### src/rtl/e1_los_pkg.sv
package e1_los_pkg;

  // A bit period is a one when either rail pulsed; two rails count once.
  function automatic logic line_one(input logic p, input logic n);
    return p | n;
  endfunction

  // Rail conditioning: a forced rail reads as 0 before the optional inversion.
  function automatic logic cond_rail(input logic raw, input logic forced,
                                     input logic inv_n);
    return (forced ? 1'b0 : raw) ^ ~inv_n;
  endfunction

  // The native flag is active low; pol_n low flips it.
  function automatic logic flag_level(input logic los, input logic pol_n);
    return (~los) ^ (~pol_n);
  endfunction

endpackage

### src/rtl/e1_zero_run.sv
module e1_zero_run #(
  parameter int LIMIT = 128
) (
  input  logic                         clk,
  input  logic                         rst,
  input  logic                         stb,
  input  logic                         one,
  output logic [$clog2(LIMIT+1)-1:0]   run_cnt,
  output logic                         hit
);
  localparam int ZW = $clog2(LIMIT + 1);
  localparam logic [ZW-1:0] LIM = ZW'(LIMIT);

  // Asserted on the strobed bit that completes the silent run.
  assign hit = stb && !one && (run_cnt == LIM - 1'b1);

  always_ff @(posedge clk) begin
    if (rst) begin
      run_cnt <= '0;
    end else if (stb) begin
      if (one)
        run_cnt <= '0;
      else if (run_cnt != LIM)
        run_cnt <= run_cnt + 1'b1;
    end
  end
endmodule

### src/rtl/e1_ones_window.sv
module e1_ones_window #(
  parameter int WINDOW = 512,
  parameter int NEED   = 64
) (
  input  logic                         clk,
  input  logic                         rst,
  input  logic                         stb,
  input  logic                         one,
  input  logic                         active,
  output logic [$clog2(NEED+1)-1:0]    ones_cnt,
  output logic                         wrap,
  output logic                         reach
);
  localparam int WW = $clog2(WINDOW);
  localparam int OW = $clog2(NEED + 1);
  localparam logic [WW-1:0] LAST = WW'(WINDOW - 1);
  localparam logic [OW-1:0] TOP  = OW'(NEED);

  logic [WW-1:0] win_pos;

  assign wrap  = stb && (win_pos == LAST);
  // The bit that closes a window still counts towards that window.
  assign reach = stb && active && one && (ones_cnt == TOP - 1'b1);

  always_ff @(posedge clk) begin
    if (rst) begin
      win_pos <= '0;
    end else if (stb) begin
      win_pos <= (win_pos == LAST) ? '0 : win_pos + 1'b1;
    end
  end

  always_ff @(posedge clk) begin
    if (rst) begin
      ones_cnt <= '0;
    end else if (stb) begin
      if (wrap || !active)
        ones_cnt <= '0;
      else if (one && ones_cnt != TOP)
        ones_cnt <= ones_cnt + 1'b1;
    end
  end
endmodule

### src/rtl/e1_rail_cond.sv
module e1_rail_cond
  import e1_los_pkg::*;
(
  input  logic clk,
  input  logic rst,
  input  logic stb,
  input  logic p_in,
  input  logic n_in,
  input  logic los,
  input  logic inv_n,
  output logic p_out,
  output logic n_out,
  output logic d_out
);
  logic p_q, n_q;

  always_ff @(posedge clk) begin
    if (rst) begin
      p_q <= 1'b0;
      n_q <= 1'b0;
    end else if (stb) begin
      p_q <= p_in;
      n_q <= n_in;
    end
  end

  assign p_out = cond_rail(p_q, los, inv_n);
  assign n_out = cond_rail(n_q, los, inv_n);
  assign d_out = line_one(p_q, n_q);
endmodule

### src/rtl/e1_los_conditioner.sv
module e1_los_conditioner
  import e1_los_pkg::*;
#(
  parameter int ZERO_LIMIT  = 128,
  parameter int ONES_NEED   = 64,
  parameter int WINDOW_BITS = 512
) (
  input  logic clk,
  input  logic rst,
  input  logic bit_stb,
  input  logic rail_p_in,
  input  logic rail_n_in,
  input  logic rail_inv_n,
  input  logic los_pol_n,
  output logic rail_p_out,
  output logic rail_n_out,
  output logic data_out,
  output logic los_flag
);
  localparam int ZW = $clog2(ZERO_LIMIT + 1);
  localparam int OW = $clog2(ONES_NEED + 1);

  // Named internal events, visible to the bound checker.
  logic          pulse_seen;
  logic          zero_set_ev;
  logic          ones_clr_ev;
  logic          win_wrap;
  logic [ZW-1:0] zero_cnt;
  logic [OW-1:0] ones_cnt;
  logic          los_q;

  assign pulse_seen = line_one(rail_p_in, rail_n_in);

  e1_zero_run #(.LIMIT(ZERO_LIMIT)) u_zero (
    .clk     (clk),
    .rst     (rst),
    .stb     (bit_stb),
    .one     (pulse_seen),
    .run_cnt (zero_cnt),
    .hit     (zero_set_ev)
  );

  e1_ones_window #(.WINDOW(WINDOW_BITS), .NEED(ONES_NEED)) u_ones (
    .clk      (clk),
    .rst      (rst),
    .stb      (bit_stb),
    .one      (pulse_seen),
    .active   (los_q),
    .ones_cnt (ones_cnt),
    .wrap     (win_wrap),
    .reach    (ones_clr_ev)
  );

  // Loss-of-signal state; reset starts the block in loss.
  always_ff @(posedge clk) begin
    if (rst)
      los_q <= 1'b1;
    else if (zero_set_ev)
      los_q <= 1'b1;
    else if (ones_clr_ev)
      los_q <= 1'b0;
  end

  e1_rail_cond u_rail (
    .clk   (clk),
    .rst   (rst),
    .stb   (bit_stb),
    .p_in  (rail_p_in),
    .n_in  (rail_n_in),
    .los   (los_q),
    .inv_n (rail_inv_n),
    .p_out (rail_p_out),
    .n_out (rail_n_out),
    .d_out (data_out)
  );

  assign los_flag = flag_level(los_q, los_pol_n);
endmodule

### config.mk
export PLATFORM = sky130hd
export DESIGN_NAME = e1_los_conditioner
export DESIGN_NICKNAME = d
export VERILOG_FILES = /design/src/rtl/e1_los_pkg.sv /design/src/rtl/e1_zero_run.sv /design/src/rtl/e1_ones_window.sv /design/src/rtl/e1_rail_cond.sv /design/src/rtl/e1_los_conditioner.sv
export SDC_FILE = /design/constraint.sdc
export NUM_CORES = 1
export LEC_CHECK = 0
export BUFFER_PORTS_ARGS = -buffer_cell sky130_fd_sc_hd__buf_2
export CORE_ASPECT_RATIO = 1.4
export CORE_MARGIN = 2
export CORE_UTILIZATION = 55
export CTS_CLUSTER_SIZE = 8
export DETAILED_ROUTE_END_ITERATION = 7
export PLACE_DENSITY = 0.74
export SETUP_SLACK_MARGIN = 0.3
export SYNTH_ARGS = -nofsm -noshare
export SYNTH_HDL_FRONTEND = slang
export SYNTH_SLANG_ARGS = --single-unit
### constraint.sdc
create_clock -name clk -period 4.2 [get_ports clk]
set_input_delay 0.42 -clock clk [delete_from_list [all_inputs] [get_ports clk]]
set_output_delay 0.42 -clock clk [all_outputs]
set_load 0.01 [all_outputs]
==> results of run 1 <==
==> flip-flops by register name, indices dropped and copies added, names as in the netlist <==
| name | cells |
|---|---|
| u_zero.run_cnt | 8 |
| u_rail.p_q | 1 |
| u_ones.win_pos | 9 |
| u_rail.n_q | 1 |
| los_q | 1 |
| u_ones.ones_cnt | 7 |
==> cells in the mapped netlist, types with 2 or more instances <==
cell type	instances	area, um^2
nand2_1	11	41.29
xnor2_1	3	26.28
nand4_1	4	25.02
a41oi_1	2	17.52
buf_2	3	15.01
nor2_1	18	67.56
a21oi_1	7	35.03
nand3_1	5	25.02
a32o_1	2	20.02
ha_1	6	75.07
a22oi_1	3	22.52
clkbuf_1	2	7.510
nor2b_1	4	25.02
a22o_1	2	17.52
o31ai_1	2	15.01
nand3b_1	2	15.01
o21ai_0	10	50.05
nor3_1	2	10.01
a31oi_1	2	12.51
or3_1	3	18.77
dfxtp_1	27	540.5
mux2i_1	5	50.05
and2_1	2	12.51
or2_2	2	12.51
xor2_1	5	43.79
inv_1	7	26.28
and3_1	5	31.28
==> stage by stage <==
stage               instances    util
floorplan                 166       -
global placement          207  0.5934
detailed placement        207  0.5934
CTS                       211  0.6036
global route              211  0.6036
finish                    211  0.6036
==> cells by family after synthesis <==
family,synth area share
simple gates,0.2656
compound gates,0.1843
flops,0.3737
buf+inv,0.03374
xor+xnor,0.04844
mux,0.04239
fa+ha+maj,0.05190
==> tightest hold or removal path, cell delays in order <==
cell     delay (ns)
buf_2          0.12
mux2i_1        0.08
nor2_1         0.07
==> area by class of cell <==
type | count | area, um^2 | area share
multi-input cells | 127 | 857.1 | 0.5547
flip-flops and latches | 27 | 540.5 | 0.3498
repair buffers | 10 | 50.05 | 0.03239
well taps | 36 | 45.04 | 0.02915
clock buffers | 4 | 26.28 | 0.01700
inverters | 7 | 26.28 | 0.01700
==> layer usage <==
metal  vias to the layer above  share of wire  global-route usage
li1                        618              -                   -
met1                       592           0.38              0.2038
met2                        20           0.58              0.4155
met3                         7          0.021             0.03343
met4                         0          0.023             0.08681
met5                         -              0                   0
==> cell usage in the layout, fill, tap and decap left out, drive strengths merged, types with 4 or more instances in the layout <==
cell type  instances
nand2             11
nor2              18
a21oi              7
o21ai             10
mux2i              5
ha                 6
xor2               5
buf               10
nand3              5
clkbuf             4
nand4              4
inv                7
and3               6
nor2b              4
dfxtp             27
==> where the power goes <==
group          switching (mW)  internal (mW)  total [mW]
combinational          0.0266         0.0188      0.0455
clock                  0.0773         0.0374       0.115
sequential            0.00512          0.262       0.267
total                   0.109          0.318       0.427
==> worst paths after layout <==
| kind | slack [ns] | end | depth (start not counted) | from |
|---|---|---|---|---|
| setup / recovery | 2.11 | u_ones.ones_cnt[2] | 8 | u_ones.win_pos[0] |
| hold / removal | 0.38 | u_rail.n_q | 3 | rail_n_in |
| setup reg to reg | 2.11 | u_ones.ones_cnt[2] | 8 | u_ones.win_pos[0] |
| hold reg to reg | 0.51 | u_ones.win_pos[5] | 2 | u_ones.win_pos[5] |
==> flow_metrics.env, run 1 <==
export IMPL_async_flop_share=0
export IMPL_tightest_slew_ns=0.4840
export IMPL_dieArea_um2=3062
export IMPL_clock_path_buffers=2
export IMPL_crit_arrival_ns=2.36
export IMPL_worstSkewPairLatency_ns=0.33
export IMPL_cts_max_level=1
export IMPL_synth_cells=166
export IMPL_numCtsBuffers=3
export IMPL_place_gp_congestion=0.7292
export IMPL_hold_slack_ns=0.3818
export IMPL_grt_start_max_net_pins=23
export IMPL_slowest_stage="or3b_1"
export IMPL_synth_edf_count=0
export IMPL_period_needed_ns=2.092
export IMPL_grt_pass1_wl_um=4871
export IMPL_synth_fp_nets=179
export IMPL_crit_type="reg -> reg"
export IMPL_numClockSinks=27
export IMPL_period_share=0.4980
export IMPL_final_cell_area_um2=1545
export IMPL_wl_per_cell_um=13.88
export IMPL_p_leak_nw=0.6257
export IMPL_detail_route_vias_per_cell=5.863
export IMPL_drc_errors=0
export IMPL_yosys_warnings=0
export IMPL_crit_top_cell="ha_1"
export IMPL_grt_ovfl_total=0
export IMPL_max_slew_margin=0.6744
export IMPL_nNetsFinal=189
export IMPL_antenna_found_initial=0
export IMPL_start_util=0.5650
export IMPL_fin_setup_tns_ns=0
export IMPL_die_h_um=64.68
export IMPL_routed_wirelength_um=2928
export IMPL_ys_ff_latch=27
export IMPL_outcome="finished, final reports clean"
export IMPL_drt_iter0_drc=45
export IMPL_powerDensity_nw_per_um2=276.3
export IMPL_dp_slack_ns=2.171
export IMPL_fmax_mhz=478.1
export IMPL_postPlaceCellArea_um2=1519
export IMPL_cpLargestDelayFamily="simple AND/OR/NAND/NOR gates"
export IMPL_core_um2=2560
export IMPL_finalWorstSetupSlack_ns=2.108
export IMPL_drv_slew=0
export IMPL_setup_viol=0
export IMPL_postCtsSetupRepairBufs=0
export IMPL_rsz0062_at_grt="false"
export IMPL_area_growth_pct=6.834
export IMPL_ir_worst_vdd_mv=0.1871
export IMPL_start_kind="flop"
export IMPL_crit_fanout=5
export IMPL_drv_cap=0
export IMPL_cts_hold_buf=0
export IMPL_ant_nets=0
export IMPL_cts_clk_slew_worst_paths_ns=0.14
export IMPL_root_buffer="clkbuf_4"
export IMPL_die_x_um=47.34
export IMPL_ys_flop_type="dfxtp_1"
export IMPL_fillers=238
export IMPL_endpoint_kind="flop"
export IMPL_grt_pass1_vias=1203
export IMPL_finClkSkew_ns=0.002103
export IMPL_diodes=0
export IMPL_hpwl_um=2185
export IMPL_drt_first_pass_iters=4
export IMPL_rows=22
export IMPL_synth_cell_type_count=47
export IMPL_critPathBufInv=0
export IMPL_cpPeakStageDelay_ns=0.38
export IMPL_crit_required_ns=4.47
export IMPL_seq_area_frac_synth=0.3737
export IMPL_via_count=1237
export IMPL_hold_viol=0
export IMPL_drive_above_1_share=0.1314
export IMPL_synth_cell_area_um2=1446
export IMPL_port_buffers=10
export IMPL_total_power_uw=426.9
export IMPL_cts_resized=0
export IMPL_pin_count=11
export IMPL_cts_tree="built"
export IMPL_grtUsageTotal=0.2153
export IMPL_hold_path_class="in -> reg"
export IMPL_avgSynthCellArea_um2=8.713
export IMPL_worstPathCellList="ha_1 > nand3_1 > nor2_1 > ha_1 > nand2b_1 > a311o_1 > or3b_1 > a31oi_1"
(Power assumes the default switching activity.)
==> inputs of run 2 (changes only) <==
--- a/config.mk
+++ b/config.mk
@@ -8,7 +8,7 @@
 export BUFFER_PORTS_ARGS = -buffer_cell sky130_fd_sc_hd__buf_2
 export CORE_ASPECT_RATIO = 1.4
 export CORE_MARGIN = 2
-export CORE_UTILIZATION = 55
+export CORE_UTILIZATION = 53
 export CTS_CLUSTER_SIZE = 8
 export DETAILED_ROUTE_END_ITERATION = 7
 export PLACE_DENSITY = 0.74
==> constraint.sdc (replaced) <==
create_clock -name clk -period 1.7 [get_ports clk]
set_input_delay 0.17 -clock clk [delete_from_list [all_inputs] [get_ports clk]]
set_output_delay 0.17 -clock clk [all_outputs]
set_load 0.01 [all_outputs]
==> run 2 against run 1 <==
The flow now finishes with violations (negative setup slack). Non-clock buffer count increased by 20. Sequential share of layout area is 5.7 points lower. Wire length increased by 22%. Clock skew grew 0.0013 ns. Clock power up 140%. Utilization rose by 12 points. Register-to-register slack lost 2.3 ns. First-iteration DRC count decreased by 2.2%. Count of clock-buffer cells in the layout unchanged. Critical path depth unchanged. Hold slack lost 0.21 ns. Critical path type unchanged. Highest routed layer unchanged.
==> flow_metrics.env, run 2 (synthesized netlist as in run 1, its figures left out) <==
export IMPL_grtUsageTotal=0.2393
export IMPL_drc_errors=0
export IMPL_drive_above_1_share=0.3949
export IMPL_drt_first_pass_iters=4
export IMPL_detail_route_vias_per_cell=5.983
export IMPL_fillers=212
export IMPL_met3_length_um=64
export IMPL_numClockSinks=27
export IMPL_finalWorstSetupSlack_ns=-0.1879
export IMPL_largest_reg_flops=9
export IMPL_most_common_layout_cells="19 x buf_4, 17 x dfxtp_1, 16 x nor2_1"
export IMPL_setup_viol=6
export IMPL_tightest_slew_ns=0.5147
export IMPL_reg2reg_slack_ns=-0.19
export IMPL_endpoint_kind="flop"
export IMPL_core_um2=2615
export IMPL_reg2regPathDepth=8
export IMPL_clock_path_buffers=2
export IMPL_root_buffer="clkbuf_4"
export IMPL_cts_clk_slew_worst_paths_ns=0.15
export IMPL_hold_start="rail_n_in"
export IMPL_crit_arrival_ns=2.11
export IMPL_hold_path_cell_count=3
export IMPL_drt_iter0_drc=44
export IMPL_violations="negative setup slack"
export IMPL_crit_type="reg -> reg"
export IMPL_numCtsBuffers=3
export IMPL_largest_register="u_ones.win_pos"
export IMPL_cts_max_level=1
export IMPL_instances_no_fill=231
export IMPL_pin_count=11
export IMPL_regToRegEndpoint="u_ones.ones_cnt[0]"
export IMPL_drv_slew=0
export IMPL_routed_wirelength_um=3585
export IMPL_fmax_mhz=529.7
export IMPL_multi_input_area_um2=1031
export IMPL_start_util=0.5531
export IMPL_grt_start_max_net_pins=21
export IMPL_start_kind="flop"
export IMPL_hpwl_um=2397
export IMPL_postPlaceCellArea_um2=1684
export IMPL_max_slew_margin=0.6559
export IMPL_final_cell_area_um2=1886
export IMPL_grt_pass1_vias=1361
export IMPL_via_count=1382
export IMPL_rsz0062_at_grt="true"
export IMPL_met2_length_um=1978
export IMPL_powerDensity_nw_per_um2=585.8
export IMPL_die_x_um=48.15
export IMPL_dp_cells=224
export IMPL_area_growth_pct=30.36
export IMPL_crit_required_ns=1.93
export IMPL_place_gp_congestion=0.8645
export IMPL_crit_fanout=5
export IMPL_reg2reg_from="u_ones.win_pos[3]"
export IMPL_period_share=1.111
export IMPL_drv_cap=0
export IMPL_port_buffers=10
export IMPL_hold_end="u_rail.n_q"
export IMPL_die_h_um=65.81
export IMPL_grt_ovfl_total=0
export IMPL_top_layer="met4"
export IMPL_cts_hold_buf=0
export IMPL_ant_nets=0
export IMPL_worstSkewPairLatency_ns=0.32
export IMPL_rows=22
export IMPL_diodes=0
export IMPL_regArea_um2=553.0
export IMPL_ir_worst_vdd_mv=0.4528
export IMPL_hold_viol=0
export IMPL_antenna_found_initial=0
export IMPL_period_needed_ns=1.888
export IMPL_reg_top3="u_ones.win_pos (9), u_zero.run_cnt (8), u_ones.ones_cnt (7)"
export IMPL_wl_met1_um=1475
export IMPL_p_leak_nw=0.7435
export IMPL_cts_tree="built"
export IMPL_dieArea_um2=3169
export IMPL_finClkSkew_ns=0.003404
export IMPL_layout_commonest_cell="buf_4"
export IMPL_wl_per_cell_um=15.52
export IMPL_outcome="finished, violations left"
export IMPL_nNetsFinal=209
export IMPL_grt_pass1_wl_um=5616
export IMPL_hold_path_class="in -> reg"
run 2: layer usage:
| metal | vias up | track usage |
|---|---|---|
| met5 | - | 0 |
| met4 | 0 | 0.1081 |
| met3 | 12 | 0.03552 |
| met2 | 33 | 0.4211 |
| met1 | 678 | 0.2629 |
| li1 | 659 | - |
run 2: report_power, final:
part           switching [mW]  leakage, nW  internal (mW)
Combinational          0.0898        0.506         0.0770
Sequential             0.0102        0.222          0.647
Clock                   0.188       0.0150         0.0917
Total                   0.288        0.743          0.816
run 2: worst max-delay path: stages, from the launching register on:
cell and delay, ns:
dfxtp_2 0.36, and3_4 0.19, nand3_2 0.05, nor2_1 0.11
ha_2 0.26, nor4bb_4 0.07, a211oi_4 0.39, nor2_2 0.09
mux2_4 0.26
run 2: worst max-delay path by stage:
stage	slack [ns]	to	cells after the start	start
CTS	-0.1	u_ones.ones_cnt[0]	8	u_ones.win_pos[5]
floorplan	-0.07	u_ones.ones_cnt[2]	8	u_ones.win_pos[0]
global route	-0.25	u_ones.ones_cnt[0]	8	u_ones.win_pos[3]
global placement	-0.1	u_ones.ones_cnt[2]	8	u_ones.win_pos[5]
finish	-0.19	u_ones.ones_cnt[0]	8	u_ones.win_pos[3]
detailed placement	-0.14	u_ones.ones_cnt[4]	8	u_ones.win_pos[5]
run 2: through the flow:
step                      TNS (ns)  hold slack (ns)  setup slack [ns]  utilization  power [mW]
after floorplan           -0.07033           0.3004          -0.07033            -      0.7562
after global placement     -0.4218           0.4661          -0.09716       0.6440      0.8060
after detailed placement   -0.5575           0.4771           -0.1399       0.6440      0.8115
after CTS                  -0.3766           0.1458          -0.09901       0.6794       1.089
after global routing        -1.364           0.1759           -0.2540       0.7211       1.151
final                      -0.8784           0.1739           -0.1879       0.7211       1.105
run 2: timing repair:
item                                   in CTS  in global routing
setup endpoints to repair                  22                 24
buffers inserted                            2                  1
gates resized for setup                    15                 19
endpoints found under the hold margin       0                  0
pin swaps                                   8                 14
run 2: area by class of cell:
class,count,area share
clock buffers,4,0.01393
inverters,7,0.01393
repair buffers,30,0.1082
well taps,36,0.02389
flip-flops and latches,27,0.2933
multi-input cells,127,0.5468
